[config.mk]
export PLATFORM = sky130hd
export DESIGN_NAME = sword_load_unit
export DESIGN_NICKNAME = d
export VERILOG_FILES = /design/src/rtl/slu_pkg.sv /design/src/rtl/slu_decode.sv /design/src/rtl/slu_agen.sv /design/src/rtl/slu_sext.sv /design/src/rtl/sword_load_unit.sv
export SDC_FILE = /design/constraint.sdc
export NUM_CORES = 1
export LEC_CHECK = 0
export ABC_AREA = 1
export ABC_CLOCK_PERIOD_IN_PS = 7900
export BUFFER_PORTS_ARGS = -buffer_cell sky130_fd_sc_hd__buf_2
export CAP_MARGIN = 20
export CORE_UTILIZATION = 35
export CTS_BUF_LIST = sky130_fd_sc_hd__clkbuf_4
export DETAILED_ROUTE_END_ITERATION = 10
export PLACE_DENSITY_LB_ADDON = 0.3
export SLEW_MARGIN = 0
export SYNTH_ARGS = -nofsm -noshare
export SYNTH_HDL_FRONTEND = slang
export SYNTH_SLANG_ARGS = --single-unit
[constraint.sdc]
create_clock -name clk -period 7.9 [get_ports clk]
set_input_delay 0.79 -clock clk [delete_from_list [all_inputs] [get_ports clk]]
set_output_delay 0.79 -clock clk [all_outputs]
set_load 0.01 [all_outputs]
[src/rtl/slu_pkg.sv]
package slu_pkg;
  localparam int RIDX_W = 5;
  localparam logic [RIDX_W-1:0] IDX_31 = 5'd31;

  typedef enum logic [2:0] {
    F_NONE, F_LIT, F_POST, F_PRE, F_UOFF, F_REG
  } form_e;

  typedef struct packed {
    form_e             form;
    logic [RIDX_W-1:0] rt;
    logic [RIDX_W-1:0] rn;
    logic [RIDX_W-1:0] rm;
    logic [18:0]       imm19;
    logic [8:0]        imm9;
    logic [11:0]       imm12;
    logic [2:0]        opt;
    logic              sh;
  } dec_t;
endpackage

[src/rtl/slu_decode.sv]
module slu_decode
  import slu_pkg::*;
(
  input  logic [31:0] instr,
  output dec_t        dec,
  output logic        bad
);
  logic m_lit, m_post, m_pre, m_uoff, m_reg;

  always_comb begin
    m_lit  = (instr[31:24] == 8'h98);
    m_post = (instr[31:21] == 11'b10111000100) && (instr[11:10] == 2'b01);
    m_pre  = (instr[31:21] == 11'b10111000100) && (instr[11:10] == 2'b11);
    m_uoff = (instr[31:22] == 10'b1011100110);
    m_reg  = (instr[31:21] == 11'b10111000101) && (instr[11:10] == 2'b10)
             && instr[14];

    dec.rt    = instr[4:0];
    dec.rn    = instr[9:5];
    dec.rm    = instr[20:16];
    dec.imm19 = instr[23:5];
    dec.imm9  = instr[20:12];
    dec.imm12 = instr[21:10];
    dec.opt   = instr[15:13];
    dec.sh    = instr[12];

    if (m_lit)       dec.form = F_LIT;
    else if (m_post) dec.form = F_POST;
    else if (m_pre)  dec.form = F_PRE;
    else if (m_uoff) dec.form = F_UOFF;
    else if (m_reg)  dec.form = F_REG;
    else             dec.form = F_NONE;

    bad = (dec.form == F_NONE);
  end
endmodule

[src/rtl/slu_agen.sv]
module slu_agen
  import slu_pkg::*;
#(
  parameter int XLEN   = 64,
  parameter int WORD_W = 32
) (
  input  dec_t            dec,
  input  logic [XLEN-1:0] pc,
  input  logic [XLEN-1:0] base,
  input  logic [XLEN-1:0] index,
  output logic [XLEN-1:0] addr,
  output logic [XLEN-1:0] new_base,
  output logic            wb_en
);
  localparam int SCALE = 2;

  logic [XLEN-1:0] off9, off19, off12, ext_idx, scl_idx;

  always_comb begin
    off9  = {{(XLEN-9){dec.imm9[8]}}, dec.imm9};
    off19 = {{(XLEN-19-SCALE){dec.imm19[18]}}, dec.imm19, {SCALE{1'b0}}};
    off12 = {{(XLEN-12-SCALE){1'b0}}, dec.imm12, {SCALE{1'b0}}};

    case (dec.opt)
      3'b010:  ext_idx = {{(XLEN-WORD_W){1'b0}}, index[WORD_W-1:0]};
      3'b110:  ext_idx = {{(XLEN-WORD_W){index[WORD_W-1]}}, index[WORD_W-1:0]};
      default: ext_idx = index;
    endcase
    scl_idx = dec.sh ? (ext_idx << SCALE) : ext_idx;

    addr     = base;
    new_base = base + off9;
    wb_en    = 1'b0;
    case (dec.form)
      F_LIT:  addr = pc + off19;
      F_POST: wb_en = 1'b1;
      F_PRE: begin
        addr  = new_base;
        wb_en = 1'b1;
      end
      F_UOFF: addr = base + off12;
      F_REG:  addr = base + scl_idx;
      default: addr = base;
    endcase
  end
endmodule

[src/rtl/slu_sext.sv]
module slu_sext #(
  parameter int XLEN   = 64,
  parameter int WORD_W = 32
) (
  input  logic [WORD_W-1:0] word,
  output logic [XLEN-1:0]   wide
);
  always_comb wide = {{(XLEN-WORD_W){word[WORD_W-1]}}, word};
endmodule

[src/rtl/sword_load_unit.sv]
module sword_load_unit
  import slu_pkg::*;
#(
  parameter int XLEN   = 64,
  parameter int WORD_W = 32
) (
  input  logic                clk,
  input  logic                rst,
  input  logic                instr_valid,
  input  logic [31:0]         instr,
  input  logic [XLEN-1:0]     pc,
  output logic                busy,
  output logic                illegal,
  output logic [RIDX_W-1:0]   rf_raddr_n,
  input  logic [XLEN-1:0]     rf_rdata_n,
  output logic [RIDX_W-1:0]   rf_raddr_m,
  input  logic [XLEN-1:0]     rf_rdata_m,
  output logic                mem_req_valid,
  input  logic                mem_req_ready,
  output logic [XLEN-1:0]     mem_req_addr,
  input  logic                mem_rsp_valid,
  input  logic [WORD_W-1:0]   mem_rsp_data,
  output logic                rd_we,
  output logic [RIDX_W-1:0]   rd_waddr,
  output logic [XLEN-1:0]     rd_wdata,
  output logic                base_we,
  output logic [RIDX_W-1:0]   base_waddr,
  output logic [XLEN-1:0]     base_wdata
);
  typedef enum logic [1:0] {S_IDLE, S_REQ, S_WAIT} st_e;

  st_e             st;
  dec_t            dec;
  logic            dec_bad;
  logic [XLEN-1:0] index, ea, nb, load_val;
  logic            nb_en, accept;
  logic            wb_en_q;
  logic [XLEN-1:0] nb_q;

  slu_decode u_dec (.instr(instr), .dec(dec), .bad(dec_bad));

  assign rf_raddr_n = dec.rn;
  assign rf_raddr_m = dec.rm;
  assign index      = (dec.rm == IDX_31) ? '0 : rf_rdata_m;

  slu_agen #(.XLEN(XLEN), .WORD_W(WORD_W)) u_agen (
    .dec(dec), .pc(pc), .base(rf_rdata_n), .index(index),
    .addr(ea), .new_base(nb), .wb_en(nb_en)
  );

  slu_sext #(.XLEN(XLEN), .WORD_W(WORD_W)) u_sext (
    .word(mem_rsp_data), .wide(load_val)
  );

  assign accept = instr_valid && (st == S_IDLE);
  assign busy   = (st != S_IDLE);

  always_ff @(posedge clk) begin
    if (rst) begin
      st            <= S_IDLE;
      illegal       <= 1'b0;
      mem_req_valid <= 1'b0;
      mem_req_addr  <= '0;
      rd_we         <= 1'b0;
      rd_waddr      <= '0;
      rd_wdata      <= '0;
      base_we       <= 1'b0;
      base_waddr    <= '0;
      base_wdata    <= '0;
      wb_en_q       <= 1'b0;
      nb_q          <= '0;
    end else begin
      illegal <= 1'b0;
      rd_we   <= 1'b0;
      base_we <= 1'b0;
      case (st)
        S_IDLE: if (accept) begin
          if (dec_bad) begin
            illegal <= 1'b1;
          end else begin
            st            <= S_REQ;
            mem_req_valid <= 1'b1;
            mem_req_addr  <= ea;
            rd_waddr      <= dec.rt;
            base_waddr    <= dec.rn;
            wb_en_q       <= nb_en;
            nb_q          <= nb;
          end
        end
        S_REQ: if (mem_req_ready) begin
          mem_req_valid <= 1'b0;
          st            <= S_WAIT;
        end
        S_WAIT: if (mem_rsp_valid) begin
          rd_we      <= (rd_waddr != IDX_31);
          rd_wdata   <= load_val;
          base_we    <= wb_en_q;
          base_wdata <= nb_q;
          st         <= S_IDLE;
        end
        default: st <= S_IDLE;
      endcase
    end
  end

  // request and address hold until taken
  p_req_hold_r9: assert property (@(posedge clk) disable iff (rst)
    (mem_req_valid && !mem_req_ready) |=> (mem_req_valid && $stable(mem_req_addr)));

  // illegal word causes no traffic
  p_illegal_quiet_r8: assert property (@(posedge clk) disable iff (rst)
    illegal |-> (!mem_req_valid && !rd_we && !base_we && !busy));

  // zero register is never written
  p_zr_nowrite_r7: assert property (@(posedge clk) disable iff (rst)
    rd_we |-> (rd_waddr != IDX_31));

  // writes only follow an accepted response
  p_wb_after_rsp_r10: assert property (@(posedge clk) disable iff (rst)
    (rd_we || base_we) |-> ($past(mem_rsp_valid) && $past(busy) && !busy));

  // upper half of written data copies the word's sign bit
  p_sext_r6: assert property (@(posedge clk) disable iff (rst)
    rd_we |-> (rd_wdata[XLEN-1:WORD_W] == {(XLEN-WORD_W){rd_wdata[WORD_W-1]}}));
endmodule

Yosys cells after proc, flatten, opt, wreduce, memory -nomap -nowiden
Cells that the tools add are included.
- $add $sub $neg: 4
- equal/unequal tests: 22
- muxes and demuxes: 20
- bitwise logic cells: 5
- reductions and logical operators: 16
- operators by type and width (cell ; number):
    one-hot mux 64 bit (4 select lines) ; 1
    adder 64 bit ; 3
    two-way mux 64 bit ; 2
    one-hot mux 64 bit (2 select lines) ; 1
    adder 64 x 14 -> 64 bit ; 1
    equality test 11 bit (second input constant) ; 2
    two-way mux 3 bit ; 5
    equality test 10 bit (second input constant) ; 1
    equality test 3 x 2 -> 1 bit (second input constant) ; 3
    equality test 3 bit (second input constant) ; 3
    equality test 8 bit (second input constant) ; 1
    two-way mux 2 bit ; 4
    != test 2 bit (second input constant) ; 4
    AND reduction 4 bit ; 2
    equality test 2 bit (second input constant) ; 3
    one-hot mux 2 bit (3 select lines) ; 1
    OR reduction 3 bit ; 2
    equality test 5 bit (second input constant) ; 1
    logical AND 1 bit ; 5
    two-way mux 1 bit ; 5
    != test 5 bit (second input constant) ; 1
    inverter 1 bit ; 5
    equality test 2 x 1 -> 1 bit (second input constant) ; 2
    nonzero test 2 bit ; 2
    7 further kinds ; 7
- register bits after elaboration: 241
- word-level logic and storage cells: 79

Depth between registers and ports, before layout
Gate-level depths: netlist of run 1.
- word-level depth: 12
- mapped depth: 27
- mapped depth without buffers: 26

Hierarchy
From an unflattened synthesis of run 1, not the netlist that was laid out.
- cell total of the unflattened synthesis: 6567
- area, all modules: 34151.5 sq um
- modules (own cells, without submodules) (module ; times used ; cells each ; area an instance (sq um)):
    slu_agen ; 1 ; 5077 ; 23078.4
    sword_load_unit ; 1 ; 1331 ; 9974.6
    slu_decode ; 1 ; 95 ; 618.1
    slu_sext ; 1 ; 64 ; 480.5

Worst setup path after synthesis of run 1
OpenSTA, ideal clock, no wires.
- path kind: input to register
- start: input instr[19]
- end: register mem_req_addr[26]
- data arrival time: 3484 ps
- setup slack: 4300 ps
- stages on the path: 21
- path through: and3_1 -> nand3_1 -> clkbuf_1 -> clkbuf_1 -> nand2_1 -> o21ai_0 -> ha_1 -> nand2_1 -> inv_1 -> nand2_1 -> nand2_1 -> nand3b_1 -> nand2_1 -> nand3_1 -> or2_2 -> nand3_1 -> nand2_1 -> nor2_1 -> nand3_1 -> o211ai_1 -> inv_1
- word-level cells in the longest chain between the ends: 6
- RTL lines (what ; line ; text):
    start, declared ; sword_load_unit.sv:10 ; input logic [31:0] instr,
    equality test 5 bit ; sword_load_unit.sv:44 ; assign index = (dec.rm == IDX_31) ? '0 : rf_rdata_m;
    two-way mux 64 bit ; sword_load_unit.sv:44 ;
    one-hot mux 64 bit (2 select lines) ; slu_agen.sv:24 ; case (dec.opt)
    two-way mux 64 bit ; slu_agen.sv:29 ; scl_idx = dec.sh ? (ext_idx << SCALE) : ext_idx;
    adder 64 bit ; slu_agen.sv:42 ; F_REG: addr = base + scl_idx;
    one-hot mux 64 bit (4 select lines) (*) ; slu_agen.sv:34 ; case (dec.form)
    end signal, assigned ; sword_load_unit.sv:63 ; mem_req_addr <= '0;
    end signal, assigned ; sword_load_unit.sv:83 ; mem_req_addr <= ea;
    end, declared ; sword_load_unit.sv:20 ; output logic [XLEN-1:0] mem_req_addr,
Every way passes the cells marked *; elsewhere a longest branch is shown, timed or not.
A chain may end at the register's enable or synchronous reset.

Final worst setup path of run 1
- start: input instr[20]
- end: register mem_req_addr[53]
Same word-level chain as after synthesis.

==> results of run 1 <==
-- path summary, 6_finish.rpt --
kind | start | end | slack (ns)
max | instr[20] | mem_req_addr[53]$_SDFFE_PP0P_ | 3.35
min | mem_rsp_data[9] | rd_wdata[9]$_SDFFE_PP0P_ | 0.21
max reg2reg | st[0]$_SDFFE_PP0P_ | nb_q[21]$_SDFFE_PP0P_ | 4.79
min reg2reg | nb_q[30]$_SDFFE_PP0P_ | base_wdata[30]$_SDFFE_PP0P_ | 0.44
-- kinds of logic after synthesis --
family / count (synthesis) / share of synthesized area
AND/OR/NAND/NOR: 3417 / 0.457
flip-flops: 241 / 0.156
buffers and inverters: 1168 / 0.150
AO/OA/AOI/OAI: 783 / 0.138
adder cells (fa/ha/maj): 204 / 0.0837
XOR/XNOR: 56 / 0.0159
-- worst max-delay path: cells and delay by family --
kind	cells	cell delay [ns]
adders and majority gates	1	0.56
AOI/OAI and AO/OA	3	0.38
buffers and inverters	4	1.30
and+or+nand+nor	14	2.14
-- flip-flops by register name (all words and copies together) (netlist names) --
name and count:
st 2, mem_req_valid 1, base_we 1, nb_q 64
rd_we 1, mem_req_addr 64, rd_wdata 32, wb_en_q 1
rd_waddr 5, base_waddr 5, illegal 1, base_wdata 64
-- report_power, final --
part | internal [mW] | switching (mW) | total [mW]
Sequential | 1.22 | 0.00163 | 1.22
Combinational | 0.542 | 1.32 | 1.87
Clock | 0.590 | 0.572 | 1.16
-- cells in the mapped netlist (all sizes together) --
cell type	instances
o211ai	42
a22oi	2
o221ai	3
xnor2	38
a21oi	342
inv	982
and3	7
a21boi	4
nor3	75
o2111a	1
o2111ai	7
a21o	2
or2	37
nand3b	33
nand4	64
nor3b	2
a31oi	34
nand2	2015
dfxtp	241
o21ai	304
and2	9
fa	4
o31ai	3
o22ai	2
o211a	1
a221oi	1
ha	200
a311oi	2
xor2	18
nor4	14
nor2	723
o21a	1
o21bai	31
clkbuf	85
clkinv	6
a41oi	1
buf	95
nand3	438
-- final cells by class --
type / instances / area [sq um]
tap: 1155 / 1450
inverter: 988 / 3710
clock inverter: 12 / 111
antenna: 5 / 12.5
timing repair buffer: 497 / 2540
fill: 10200 / 52300
sequential: 241 / 4820
clock buffer: 91 / 683
multi-input combinational: 4460 / 21400
-- routing by layer --
layer | global-route usage | routed length, um
met1 | 0.479 | 70700
met2 | 0.536 | 68100
met3 | 0.0548 | 14400
met4 | 0.144 | 7130
met5 | 0 | 70
==> flow_summary.yaml, run 1 <==
worst_setup_path:
  endpoint_kind: "flip-flop"
  crit_fanout: 56
  cpMostUsedCell: "nand2_1"
  r2r.worst_path.cells: 8
  required_ns: 8.62
  critPathMaxStageDelay_ns: 0.56
  critPathArrivalTime_ns: 5.27
  crit_type: "in -> reg"
  crit_chain: "buf_2, buf_4, nand3_4, buf_4, nand4_2, buf_4, nand2_1, nor2_1, a31oi_1, ha_1, nand2_1, nor2_1, nand2_1, nor2_1, nand2_1, and2_1, nand2_1, nand2_1, nand3_1, nand2_1, o21ai_1, a21oi_1"
  cp_slowest_cell: "ha_1"
  setup.worst_path.start_class: "input port"
clock_network:
  cts_root_buffer: "clkbuf_4"
  clk_latency_ns: 0.88
  cts_resized: 0
  cts_tree: "yes"
  cts_htree_levels: 3
  cts_setup_buffers: 0
  cts_buffers: 68
  clk_path_buf_depth: 3
  holdBufCountCts: 0
  clock_sinks: 241
  clk_pin_slew_ns: 0.06
yosys:
  yosysWarnings: 0
  syn_nets: 6334
  yosysTopAreaCellShare: 0.245
  synth.distinct_cells: 55
  syn_area_sq_mm: 0.0308
  synth-seq-cells: 241
  synth_cells: 5869
  ys_top_cells_by_area: "nand2_1 (24%), dfxtp_1 (16%), inv_1 (12%)"
  yosysTopAreaCell: "nand2_1"
  ys_seq_area_frac: 0.156
  syn_area_per_cell_sq_um: 5.26
timing:
  min_period_over_period: 0.576
  slew_viol_final: 0
  finalSetupViolations: 0
  fin_setup_tns_ns: 0
  whs_ns: 0.210
  period_minus_slack_ns: 4.55
  fmax_mhz: 220
  maxSlewHeadroom: 0.302
  tightest_slew_ns: 1.05
  finalHoldViolCount: 0
  rsz0062_at_grt: "no"
  finalWorstSetupSlack_ns: 3.35
  finClkSkew_ns: 0.115
route:
  num_vias: 39100
  drt_iter0_drc: 4018
  drc_errors: 0
  routedWlPerCell_um: 21.5
  dr.pass1.iters: 6
  wl_mm: 160
  vias_per_cell: 5.25
  ant_nets: 0
placement:
  dpl.cell_count: 7341
  hpwl_mm: 135
  port_buffers: 477
  place_area_sq_mm: 0.0340
  gp_congestion: 1.03
  place_ws_ns: 2.54
die:
  floorplan.initialDensity: 0.354
  die_h_um: 299
  dieArea_sq_mm: 0.0893
  core_area_sq_mm: 0.0870
  boundaryPins: 478
  rows: 108
  die_x_um: 299
pwr:
  p_leak_nw: 20.1
  ir_drop_mv: 0.0995
  power_density_mw_per_mm2: 122
  finalPower_mw: 4.25
finish:
  nets: 6721
  final_cells: 7449
  final_common_cell: "nand2_1"
  drive_gt1_frac: 0.108
  utilization: 0.399
  fin_area_sq_mm: 0.0348
  areaGrowthSynthToFinish_pct: 12.7
  final_cell_mix: "nand2_1 (2010), inv_1 (959), nor2_1 (714), buf_2 (477), nand3_1 (432)"
grt:
  grt_pass1_wl_mm: 231
  grt_usage: 0.348
  grt_pass1_vias: 35500
  overflow: 0
  antenna_found_initial: 12
  grt_max_degree: 100
run_status:
  status: "completed"
hold_path:
  min_path_cells: 3
  holdCritPathClass: "in -> reg"
flow_run:
  cap_violations: 0
Power figures use the tool's default switching activity.
==> run 2, diff against run 1 <==
--- a/config.mk
+++ b/config.mk
@@ -6,7 +6,7 @@
 export NUM_CORES = 1
 export LEC_CHECK = 0
 export ABC_AREA = 1
-export ABC_CLOCK_PERIOD_IN_PS = 7900
+export ABC_CLOCK_PERIOD_IN_PS = 3940
 export BUFFER_PORTS_ARGS = -buffer_cell sky130_fd_sc_hd__buf_2
 export CAP_MARGIN = 20
 export CORE_UTILIZATION = 35
==> constraint.sdc (replaced) <==
create_clock -name clk -period 3.94 [get_ports clk]
set_input_delay 0.394 -clock clk [delete_from_list [all_inputs] [get_ports clk]]
set_output_delay 0.394 -clock clk [all_outputs]
set_load 0.01 [all_outputs]
==> run 2 against run 1 <==
  * First-iteration DRC count grew 3.2%
  * Final area grew 8.7%
  * Clock skew grew 0.0011 ns
  * Hold slack lost 0.13 ns
  * Largest cell class unchanged
  * Largest power group unchanged
  * Highest routed layer unchanged
==> flow_summary.yaml, run 2 (same netlist as run 1, synthesis figures left out) <==
finish:
  utilization: 0.434
  nets: 7068
  final_cell_mix: "nand2_1 (2010), inv_1 (959), nor2_1 (714), buf_2 (477), nand3_1 (432)"
  areaGrowthSynthToFinish_pct: 22.5
  top_regs: "base_wdata: 64 flops, mem_req_addr: 64 flops, nb_q: 64 flops"
  drive_gt1_frac: 0.146
  final_common_cell: "nand2_1"
worst_setup_path:
  critPathArrivalTime_ns: 3.94
  required_ns: 4.70
  endpoint_kind: "flip-flop"
  crit_fanout: 4
  crit_type: "in -> reg"
  setup.worst_path.start_class: "input port"
route:
  drc_errors: 0
  ant_nets: 0
  drt_iter0_drc: 4145
  routedWlPerCell_um: 20.8
  vias_per_cell: 5.15
  wl_mm: 162
  num_vias: 40200
  dr.pass1.iters: 9
die:
  die_h_um: 299
  floorplan.initialDensity: 0.354
  dieArea_sq_mm: 0.0893
  rows: 108
  die_x_um: 299
  core_area_sq_mm: 0.0870
  boundaryPins: 478
clock_network:
  clk_path_buf_depth: 3
  clk_pin_slew_ns: 0.07
  cts_tree: "yes"
  cts_root_buffer: "clkbuf_4"
  cts_htree_levels: 3
  clock_sinks: 241
  cts_buffers: 68
  clk_latency_ns: 0.88
timing:
  slew_viol_final: 0
  period_minus_slack_ns: 3.19
  maxSlewHeadroom: 0.307
  finalHoldViolCount: 0
  finalSetupViolations: 0
  finalWorstSetupSlack_ns: 0.751
  min_period_over_period: 0.809
  tightest_slew_ns: 1.04
  whs_ns: 0.0811
  finClkSkew_ns: 0.116
  fin_setup_tns_ns: 0
  fmax_mhz: 314
  rsz0062_at_grt: "no"
placement:
  hpwl_mm: 137
  port_buffers: 477
  place_ws_ns: 0.0315
  gp_congestion: 1.03
flow_run:
  cap_violations: 0
grt:
  grt_pass1_wl_mm: 234
  grt_usage: 0.351
  grt_pass1_vias: 36900
  overflow: 0
  antenna_found_initial: 7
  grt_max_degree: 99
hold_path:
  holdCritPathClass: "in -> reg"
pwr:
  p_leak_nw: 21.8
  power_density_mw_per_mm2: 239
  finalPower_mw: 9.03
  ir_drop_mv: 0.204
run_status:
  status: "completed"
## run 2: cell types whose count changed in the layout (fill, tap and decap cells not counted)
cell / delta
buf_4: +268
dlygate4sd3_1: +61
buf_12: +18
bufinv_16: +1
clkbuf_4: +1
clkinv_1: +1
clkinv_2: +1
clkinvlp_4: -1
diode_2: -1
inv_2: +1
## run 2: path summary, 6_finish.rpt
kind	startpoint	endpoint	slack [ns]	cells past startpoint
worst max-delay path	instr[5]	mem_req_addr[62]$_SDFFE_PP0P_	0.75	21
worst max register to register	st[0]$_SDFFE_PP0P_	mem_req_addr[1]$_SDFFE_PP0P_	1.36	9
worst min register to register	wb_en_q$_SDFFE_PP0P_	wb_en_q$_SDFFE_PP0P_	0.46	2
worst min-delay path	rf_rdata_n[63]	mem_req_addr[63]$_SDFFE_PP0P_	0.08	5
## run 2: critical path, cell delays in order
cell           delay [ns]
dlygate4sd3_1        0.54
buf_2                0.14
ha_1                 0.23
fa_1                 0.42
nand3_1              0.12
nand3_1              0.12
nand2_1              0.08
nand2_1              0.09
nand2_1              0.08
nand2_1              0.20
nand2_1              0.12
nand2_1              0.19
nand2_1              0.15
nand2_1              0.07
nand2_1              0.06
nand3_1              0.35
nand2_1              0.27
inv_1                0.07
nand2_1              0.06
nand2_1              0.05
a21oi_1              0.11
## run 2: area by class of cell
class	count	area, sq um
Antenna cell	4	10.0
Sequential cell	241	4820
Multi-Input combinational cell	4460	21400
Clock inverter	15	146
Clock buffer	92	691
Inverter	988	3710
Timing Repair Buffer	844	5520
Fill cell	9966	49200
Tap cell	1155	1450
## run 2: repair_timing
item                      4_1_cts  5_1_grt
buffers inserted                0        0
hold buffers                   61        0
gates resized for setup         0        0
hold endpoints to repair       60        0
## run 2: metal layers
metal	up-vias	GRT usage	part of all wire	routed length, um
met5	-	0	0.000074	12
met4	2	0.153	0.047	7580
met3	276	0.0483	0.082	13400
met2	1759	0.545	0.42	68700
met1	18200	0.482	0.45	72300
li1	20000	-	-	-
## run 2: power breakdown
group          switching, mW  internal (mW)  total [mW]
Sequential           0.00339           2.44        2.44
Combinational           2.72           1.45        4.17
Clock                   1.15           1.27        2.42
Total                   3.88           5.16        9.03
## run 2: metrics by stage
step,area [sq um],cells
final,37800,7799
after global routing,37800,7796
after CTS,37800,7795
after detailed placement,36300,7627
after global placement,36300,7627
after floorplan,30800,5869
